===== src/rtl/mw_pkg.sv =====
// Shared types and frame-building helpers for the serial EEPROM host.
// Assumes a 6-bit word address and a 16-bit data word.
package mw_pkg;
    localparam int ADDR_W = 6;
    localparam int DATA_W = 16;
    localparam int HDR_W  = 3 + ADDR_W;

    typedef enum logic [2:0] {
        CMD_READ  = 3'd0,
        CMD_WRITE = 3'd1,
        CMD_ERASE = 3'd2,
        CMD_EWEN  = 3'd3,
        CMD_EWDS  = 3'd4,
        CMD_ERAL  = 3'd5,
        CMD_WRAL  = 3'd6
    } mw_cmd_e;

    typedef enum logic [2:0] {S_IDLE, S_LAUNCH, S_RUN, S_GAP, S_POLL, S_END} mw_state_e;
    typedef enum logic [1:0] {P_UNLOCK, P_CMD, P_POLL, P_LOCK} mw_step_e;

    // Start bit, opcode and address/selector field for one command.
    function automatic logic [HDR_W-1:0] mw_header(input logic [2:0] cmd,
                                                   input logic [ADDR_W-1:0] addr);
        logic [ADDR_W-1:0] ext;
        ext = '0;
        case (cmd)
            CMD_READ:  return {1'b1, 2'b10, addr};
            CMD_WRITE: return {1'b1, 2'b01, addr};
            CMD_ERASE: return {1'b1, 2'b11, addr};
            CMD_EWEN:  ext[ADDR_W-1 -: 2] = 2'b11;
            CMD_ERAL:  ext[ADDR_W-1 -: 2] = 2'b10;
            CMD_WRAL:  ext[ADDR_W-1 -: 2] = 2'b01;
            default:   ext = '0;
        endcase
        return {1'b1, 2'b00, ext};
    endfunction

    function automatic logic mw_is_long(input logic [2:0] cmd);
        return (cmd == CMD_READ) || (cmd == CMD_WRITE) || (cmd == CMD_WRAL);
    endfunction

    function automatic logic mw_is_prog(input logic [2:0] cmd);
        return (cmd == CMD_WRITE) || (cmd == CMD_ERASE) ||
               (cmd == CMD_ERAL)  || (cmd == CMD_WRAL);
    endfunction

    function automatic logic mw_has_data(input logic [2:0] cmd);
        return (cmd == CMD_WRITE) || (cmd == CMD_WRAL);
    endfunction
endpackage


===== src/rtl/mw_tick.sv =====
// Serial clock phase tick: one pulse every DIV system clocks while enabled.
// Assumes DIV >= 1; the count restarts whenever the enable is low.
module mw_tick #(
    parameter int DIV = 4
) (
    input  logic clk,
    input  logic rst_n,
    input  logic en,
    output logic tick
);
    localparam int CW = $clog2(DIV + 1);

    logic [CW-1:0] cnt;

    assign tick = en && (cnt == CW'(DIV - 1));

    // Count system clocks within one SK phase.
    always_ff @(posedge clk) begin
        if (!rst_n || !en) cnt <= '0;
        else if (tick)     cnt <= '0;
        else               cnt <= cnt + 1'b1;
    end
endmodule


===== src/rtl/mw_frame.sv =====
// Bit engine for one CS-high frame: shifts header and data out on DI,
// raises and lowers SK on successive ticks and captures DO at each falling
// SK when asked. Bit index HDR_W-1 is the dummy bit and is never stored.
// Assumes start arrives only while the engine is idle.
module mw_frame #(
    parameter int ADDR_W = 6,
    parameter int DATA_W = 16
) (
    input  logic              clk,
    input  logic              rst_n,
    input  logic              tick,
    input  logic              start,
    input  logic [ADDR_W+2:0] hdr,
    input  logic [DATA_W-1:0] wdata,
    input  logic              long_frm,
    input  logic              capture,
    input  logic              do_in,
    output logic              cs,
    output logic              sk,
    output logic              di,
    output logic              fin,
    output logic [DATA_W-1:0] rdata
);
    localparam int HDR_W = ADDR_W + 3;
    localparam int FRM_W = HDR_W + DATA_W;
    localparam int CNT_W = $clog2(FRM_W + 1);

    logic [FRM_W-1:0] sr;
    logic [CNT_W-1:0] bitcnt;
    logic [CNT_W-1:0] last;
    logic             phase, run, long_q, cap_q;

    assign last = long_q ? CNT_W'(FRM_W - 1) : CNT_W'(HDR_W - 1);

    // Frame sequencing: load, rising phase, falling phase with capture and shift.
    always_ff @(posedge clk) begin
        if (!rst_n) begin
            sr <= '0; bitcnt <= '0; phase <= 1'b0; run <= 1'b0;
            long_q <= 1'b0; cap_q <= 1'b0;
            cs <= 1'b0; sk <= 1'b0; di <= 1'b0; fin <= 1'b0; rdata <= '0;
        end else begin
            fin <= 1'b0;
            if (start && !run) begin
                sr     <= {hdr, wdata};
                run    <= 1'b1;
                cs     <= 1'b1;
                sk     <= 1'b0;
                di     <= hdr[HDR_W-1];
                bitcnt <= '0;
                phase  <= 1'b0;
                long_q <= long_frm;
                cap_q  <= capture;
            end else if (run && tick) begin
                if (!phase) begin
                    sk    <= 1'b1;
                    phase <= 1'b1;
                end else begin
                    sk    <= 1'b0;
                    phase <= 1'b0;
                    if (cap_q && bitcnt >= CNT_W'(HDR_W))
                        rdata <= {rdata[DATA_W-2:0], do_in};
                    if (bitcnt == last) begin
                        run <= 1'b0;
                        cs  <= 1'b0;
                        di  <= 1'b0;
                        fin <= 1'b1;
                    end else begin
                        bitcnt <= bitcnt + 1'b1;
                        sr     <= {sr[FRM_W-2:0], 1'b0};
                        di     <= sr[FRM_W-2];
                    end
                end
            end
        end
    end
endmodule


===== src/rtl/mw_host.sv =====
// Host controller for a 64 x 16 three-wire serial EEPROM. Accepts one request
// at a time, runs the unlock / command / status poll / lock sequence and
// reports done, err and read data. Assumes mw_do is synchronous to clk
// (pulled high by the board when the memory does not drive it).
module mw_host #(
    parameter int DIV          = 4,
    parameter int CS_LOW_CYC   = 4,
    parameter int MAX_POLLS    = 256,
    parameter bit AUTO_PROTECT = 1'b1
) (
    input  logic                       clk,
    input  logic                       rst_n,
    input  logic                       req_valid,
    input  logic [2:0]                 req_cmd,
    input  logic [mw_pkg::ADDR_W-1:0]  req_addr,
    input  logic [mw_pkg::DATA_W-1:0]  req_wdata,
    output logic                       busy,
    output logic                       done,
    output logic                       err,
    output logic [mw_pkg::DATA_W-1:0]  rd_data,
    output logic                       mw_cs,
    output logic                       mw_sk,
    output logic                       mw_di,
    input  logic                       mw_do
);
    import mw_pkg::*;

    localparam int GW = $clog2(CS_LOW_CYC + 1);
    localparam int PW = $clog2(MAX_POLLS + 1);

    mw_state_e           state;
    mw_step_e            step;
    logic [2:0]          cmd_q;
    logic [ADDR_W-1:0]   addr_q;
    logic [DATA_W-1:0]   wdata_q;
    logic                err_q;
    logic [GW-1:0]       gcnt;
    logic [PW-1:0]       pcnt;
    logic [2:0]          cur_cmd;
    logic                tick, frm_cs, frm_fin;

    // Command carried by the frame about to be launched.
    always_comb begin
        case (step)
            P_UNLOCK: cur_cmd = CMD_EWEN;
            P_LOCK:   cur_cmd = CMD_EWDS;
            default:  cur_cmd = cmd_q;
        endcase
    end

    mw_tick #(.DIV(DIV)) u_tick (
        .clk(clk), .rst_n(rst_n),
        .en(state == S_RUN || state == S_POLL),
        .tick(tick)
    );

    mw_frame #(.ADDR_W(ADDR_W), .DATA_W(DATA_W)) u_frame (
        .clk(clk), .rst_n(rst_n), .tick(tick),
        .start(state == S_LAUNCH),
        .hdr(mw_header(cur_cmd, addr_q)),
        .wdata(mw_has_data(cur_cmd) ? wdata_q : '0),
        .long_frm(mw_is_long(cur_cmd)),
        .capture(cur_cmd == CMD_READ),
        .do_in(mw_do),
        .cs(frm_cs), .sk(mw_sk), .di(mw_di), .fin(frm_fin),
        .rdata(rd_data)
    );

    assign mw_cs = frm_cs | (state == S_POLL);
    assign busy  = (state != S_IDLE);
    assign done  = (state == S_END);
    assign err   = done & err_q;

    // Request sequencing across frames, CS gaps and status polling.
    always_ff @(posedge clk) begin
        if (!rst_n) begin
            state <= S_IDLE; step <= P_CMD; cmd_q <= '0; addr_q <= '0;
            wdata_q <= '0; err_q <= 1'b0; gcnt <= '0; pcnt <= '0;
        end else begin
            case (state)
                S_IDLE: if (req_valid) begin
                    cmd_q   <= req_cmd;
                    addr_q  <= req_addr;
                    wdata_q <= req_wdata;
                    err_q   <= 1'b0;
                    if (req_cmd == 3'd7) begin
                        err_q <= 1'b1;
                        state <= S_END;
                    end else begin
                        step  <= (AUTO_PROTECT && mw_is_prog(req_cmd)) ? P_UNLOCK : P_CMD;
                        state <= S_LAUNCH;
                    end
                end
                S_LAUNCH: state <= S_RUN;
                S_RUN: if (frm_fin) begin
                    gcnt  <= '0;
                    state <= S_GAP;
                end
                S_GAP: begin
                    gcnt <= gcnt + 1'b1;
                    if (gcnt == GW'(CS_LOW_CYC - 1)) begin
                        case (step)
                            P_UNLOCK: begin step <= P_CMD; state <= S_LAUNCH; end
                            P_CMD: if (mw_is_prog(cmd_q)) begin
                                step <= P_POLL; pcnt <= '0; state <= S_POLL;
                            end else state <= S_END;
                            P_POLL: if (AUTO_PROTECT) begin
                                step <= P_LOCK; state <= S_LAUNCH;
                            end else state <= S_END;
                            default: state <= S_END;
                        endcase
                    end
                end
                S_POLL: if (tick) begin
                    gcnt <= '0;
                    if (mw_do) state <= S_GAP;
                    else if (pcnt == PW'(MAX_POLLS - 1)) begin
                        err_q <= 1'b1;
                        state <= S_GAP;
                    end else pcnt <= pcnt + 1'b1;
                end
                default: state <= S_IDLE;
            endcase
        end
    end
endmodule


===== config.mk =====
export PLATFORM = sky130hd
export DESIGN_NAME = mw_host
export DESIGN_NICKNAME = d
export VERILOG_FILES = /design/src/rtl/mw_pkg.sv /design/src/rtl/mw_tick.sv /design/src/rtl/mw_frame.sv /design/src/rtl/mw_host.sv
export SDC_FILE = /design/constraint.sdc
export NUM_CORES = 1
export LEC_CHECK = 0
export ABC_CLOCK_PERIOD_IN_PS = 3500
export BUFFER_PORTS_ARGS = -buffer_cell sky130_fd_sc_hd__clkbuf_2
export CORE_ASPECT_RATIO = 0.9
export CORE_MARGIN = 2
export CORE_UTILIZATION = 33
export CTS_BUF_LIST = sky130_fd_sc_hd__clkbuf_16
export DETAILED_ROUTE_END_ITERATION = 7
export PLACE_DENSITY = 0.48
export SLEW_MARGIN = 15
export SYNTH_ARGS = -nofsm -noshare
export SYNTH_HDL_FRONTEND = slang
export SYNTH_SLANG_ARGS = --single-unit

===== constraint.sdc =====
create_clock -name clk -period 3.5 [get_ports clk]
set_clock_uncertainty 0.2 [all_clocks]
set_input_delay 0.7 -clock clk [delete_from_list [all_inputs] [get_ports clk]]
set_output_delay 0.7 -clock clk [all_outputs]
set_load 0.02 [all_outputs]

==> flow_summary.toml <==
[route]
final_antenna_net_count = 0
wl_per_cell_um = 13.2
drt_iter0_drc = 163
vias_per_cell = 4.91
drc = 0
vias = 3621
drtPass1Iterations = 4
wl_um = 9750

[power]
p_leak_nw = 1.96
vdd_drop_max_v = 0.000315
pwr_density_cell_nw_per_um2 = 655

[yosys]
synth_top_area_share_pct = 42.8
ys_warn_count = 0
ys_ff_latch = 97
netlist-cell-type-count = 58
synthAdderAreaFrac_pct = 4.69
ys.flop_type = "dfxtp_1"
syn_avg_cell_area_um2 = 8.60
synth_edf_count = 0
ys_async_sr_fraction_pct = 0
synth.area.top_cells = "dfxtp_1 (43%), nand2_1 (9.6%), a21boi_0 (5.8%)"
synth_simple_gate_area_share_pct = 20.7
syn_inst = 527
yosysTopAreaCell = "dfxtp_1"
synth-seq-area-share_pct = 42.8
synth_top_family_by_area = "compound AO/OA/AOI/OAI gates"
synthesis.area_um2 = 4530
synth_compound_area_share_pct = 21.9
muxShareOfSynthArea_pct = 1.99
synth-xor-area-share_pct = 3.28
synth_nets = 573

[global_route]
grt_max_degree = 34
grt_first_pass_wirelength_um = 16800
grt.met1_usage_pct = 19.6
top_usage_layer = "met2"
grt_use_met2_pct = 21.4
overflow = 0
grt_pass1_vias = 3426
antenna_found_initial = 0
grt_util_met3_pct = 4.05
grt_util_all_layers_pct = 14.3

[setup_path]
crit_chain = "inv_1 -> ha_1 -> mux2i_2 -> nand3_1 -> a21oi_4 -> a22oi_1 -> a21oi_1"
crit_fanout = 15
criticalPathCategory = "flop to flop"
end_kind = "flop"
arrival_ps = 2870
worst-r2r-setup-slack_ps = 710
regToRegEndpoint = "u_frame.sr[3]$_SDFFE_PN0P_"
cp-start-kind = "flop"
crit_path_max_incr_delay_ps = 490
worst_path_max_delay_cell = "mux2i_2"
r2r_cells = 7
worstReg2RegStart = "step[0]$_SDFFE_PN1P_"
crit_required_ps = 3580

[sta]
holdWs_ps = 227
period_needed_ps = 2790
fin_crit_sh_pct = 79.7
hold_viol_final = 0
fmax_ghz = 0.358
fin_ws_ps = 709
tightestPinTransition_ps = 945
setup_viol = 0
slew_violations = 0
rsz0062_at_grt = "no"
tns_ps = 0
relSlewSlack_pct = 36.8

[placement]
gp_congestion = 0.780
pre_cts_ws_ps = 724
dp_hpwl_um = 6640
dpl_cell_area_um2 = 4880
portBuffers = 50
place_inst = 722

[clock_tree]
clockBufferDepth = 2
post-cts-setup-buffers = 0
clk_latency_ps = 350
post_cts_resized = 0
cts-hold-fix-buffers = 0
clockRootBuffer = "clkbuf_16"
cts_sinks = 97
cts_tree = "yes"
htree_levels = 3
cts_buffers = 9
path_clk_slew_ps = 70

[finish]
final_common_cell = "nand2_1"
final_cells = 738
drive_gt1_share_pct = 16.1
fin_area_um2 = 5160
fillers = 1393
diodes = 0
layout.nets = 611
synthToLayoutAreaGrowth_pct = 13.8
layout_common_cells = "nand2_1 (116), dfxtp_1 (97), clkbuf_2 (50)"

[run]
cap_violations = 0

[floorplanning]
io_pins = 51
die_x_um = 128
fp.dieH_um = 115
rows = 40
die_area_um2 = 14700
start_util_pct = 33.9
coreArea_um2 = 13400

[hold_path]
hold_depth = 1
hp-start = "u_tick.cnt[0]$_SDFF_PP0_"
holdPathEnd = "u_tick.cnt[0]$_SDFF_PP0_"
hold_class = "flop to flop"

[run_status]
outcome = "complete, no violations"
## routing by layer
metal  vias to the layer above  wire length, µm
li1                       1886                -
met1                      1680             5130
met2                        44             4110
met3                        11              321
met4                         0              193
met5                         -                0
## metrics by stage
stage / util, % / power (mW)
floorplan: - / 2.26
global placement: 36.5 / 2.48
detailed placement: 36.5 / 2.49
CTS: 38.5 / 3.42
global route: 38.6 / 3.65
finish: 38.6 / 3.38
## final cells by class
type	instances	area [µm²]	share of cell area, %
multi-input cells	389	2390	46.3
flip-flops and latches	97	1940	37.6
repair buffers	57	303	5.87
clock buffers	9	225	4.37
well taps	168	210	4.07
clock inverters	7	47.5	0.922
inverters	11	41.3	0.800
## where the power goes
| part | internal (mW) | switching, mW | leakage, nW |
|---|---|---|---|
| Sequential | 1.33 | 0.147 | 0.789 |
| Combinational | 0.386 | 0.608 | 1.05 |
| Clock | 0.479 | 0.431 | 0.121 |
## registers in the layout (all words and copies together) (netlist names), 2 cells and up
name            count
gcnt                3
u_tick.cnt          3
step                2
wdata_q            16
u_frame.rdata      16
cmd_q               3
addr_q              6
pcnt                9
state               3
u_frame.sr         24
u_frame.bitcnt      5
## synthesized netlist by cell type, drive strengths merged (3+ instances only)
master   number
a2111oi       3
a21boi       45
a21oi        34
a22oi        19
a31oi         3
and2          5
buf          16
clkbuf       14
dfxtp        97
ha           17
inv          11
mux2i         6
nand2       116
nand3        12
nand4         3
nor2         29
nor2b         4
nor3         10
o21a          3
o21ai        31
or3           3
or3b          4
xnor2        14
xor2          3
## worst max path at each step
| stage | start | to | slack (ps) | depth (start not counted) |
|---|---|---|---|---|
| after detailed placement | u_tick.cnt[0]$_SDFF_PP0_ | u_frame.sr[6]$_SDFFE_PN0P_ | 720 | 7 |
| after global placement | step[0]$_SDFFE_PN1P_ | u_frame.sr[5]$_SDFFE_PN0P_ | 780 | 7 |
| after floorplan | step[0]$_SDFFE_PN1P_ | u_frame.sr[13]$_SDFFE_PN0P_ | 1060 | 9 |
| after global routing | step[0]$_SDFFE_PN1P_ | u_frame.sr[14]$_SDFFE_PN0P_ | 470 | 7 |
| final | step[0]$_SDFFE_PN1P_ | u_frame.sr[3]$_SDFFE_PN0P_ | 710 | 7 |
| after CTS | step[0]$_SDFFE_PN1P_ | u_frame.sr[6]$_SDFFE_PN0P_ | 710 | 7 |
## logic make-up (layout without fill, tap and decap cells)
group / after synthesis / after routing
xor+xnor: 17 / 17
flops: 97 / 97
fa+ha+maj: 17 / 17
buf+inv: 41 / 84
mux: 8 / 8
compound gates: 148 / 148
simple gates: 199 / 199
## critical path: cells and delay by family, from the launching register on
kind	cells	cell delay, ps
AO/OA/AOI/OAI	3	750
multiplexers	1	490
adder cells (fa/ha/maj)	1	460
flip-flops	1	440
AND/OR/NAND/NOR	1	260
buffers and inverters	1	110
(Power assumes the default switching activity.)
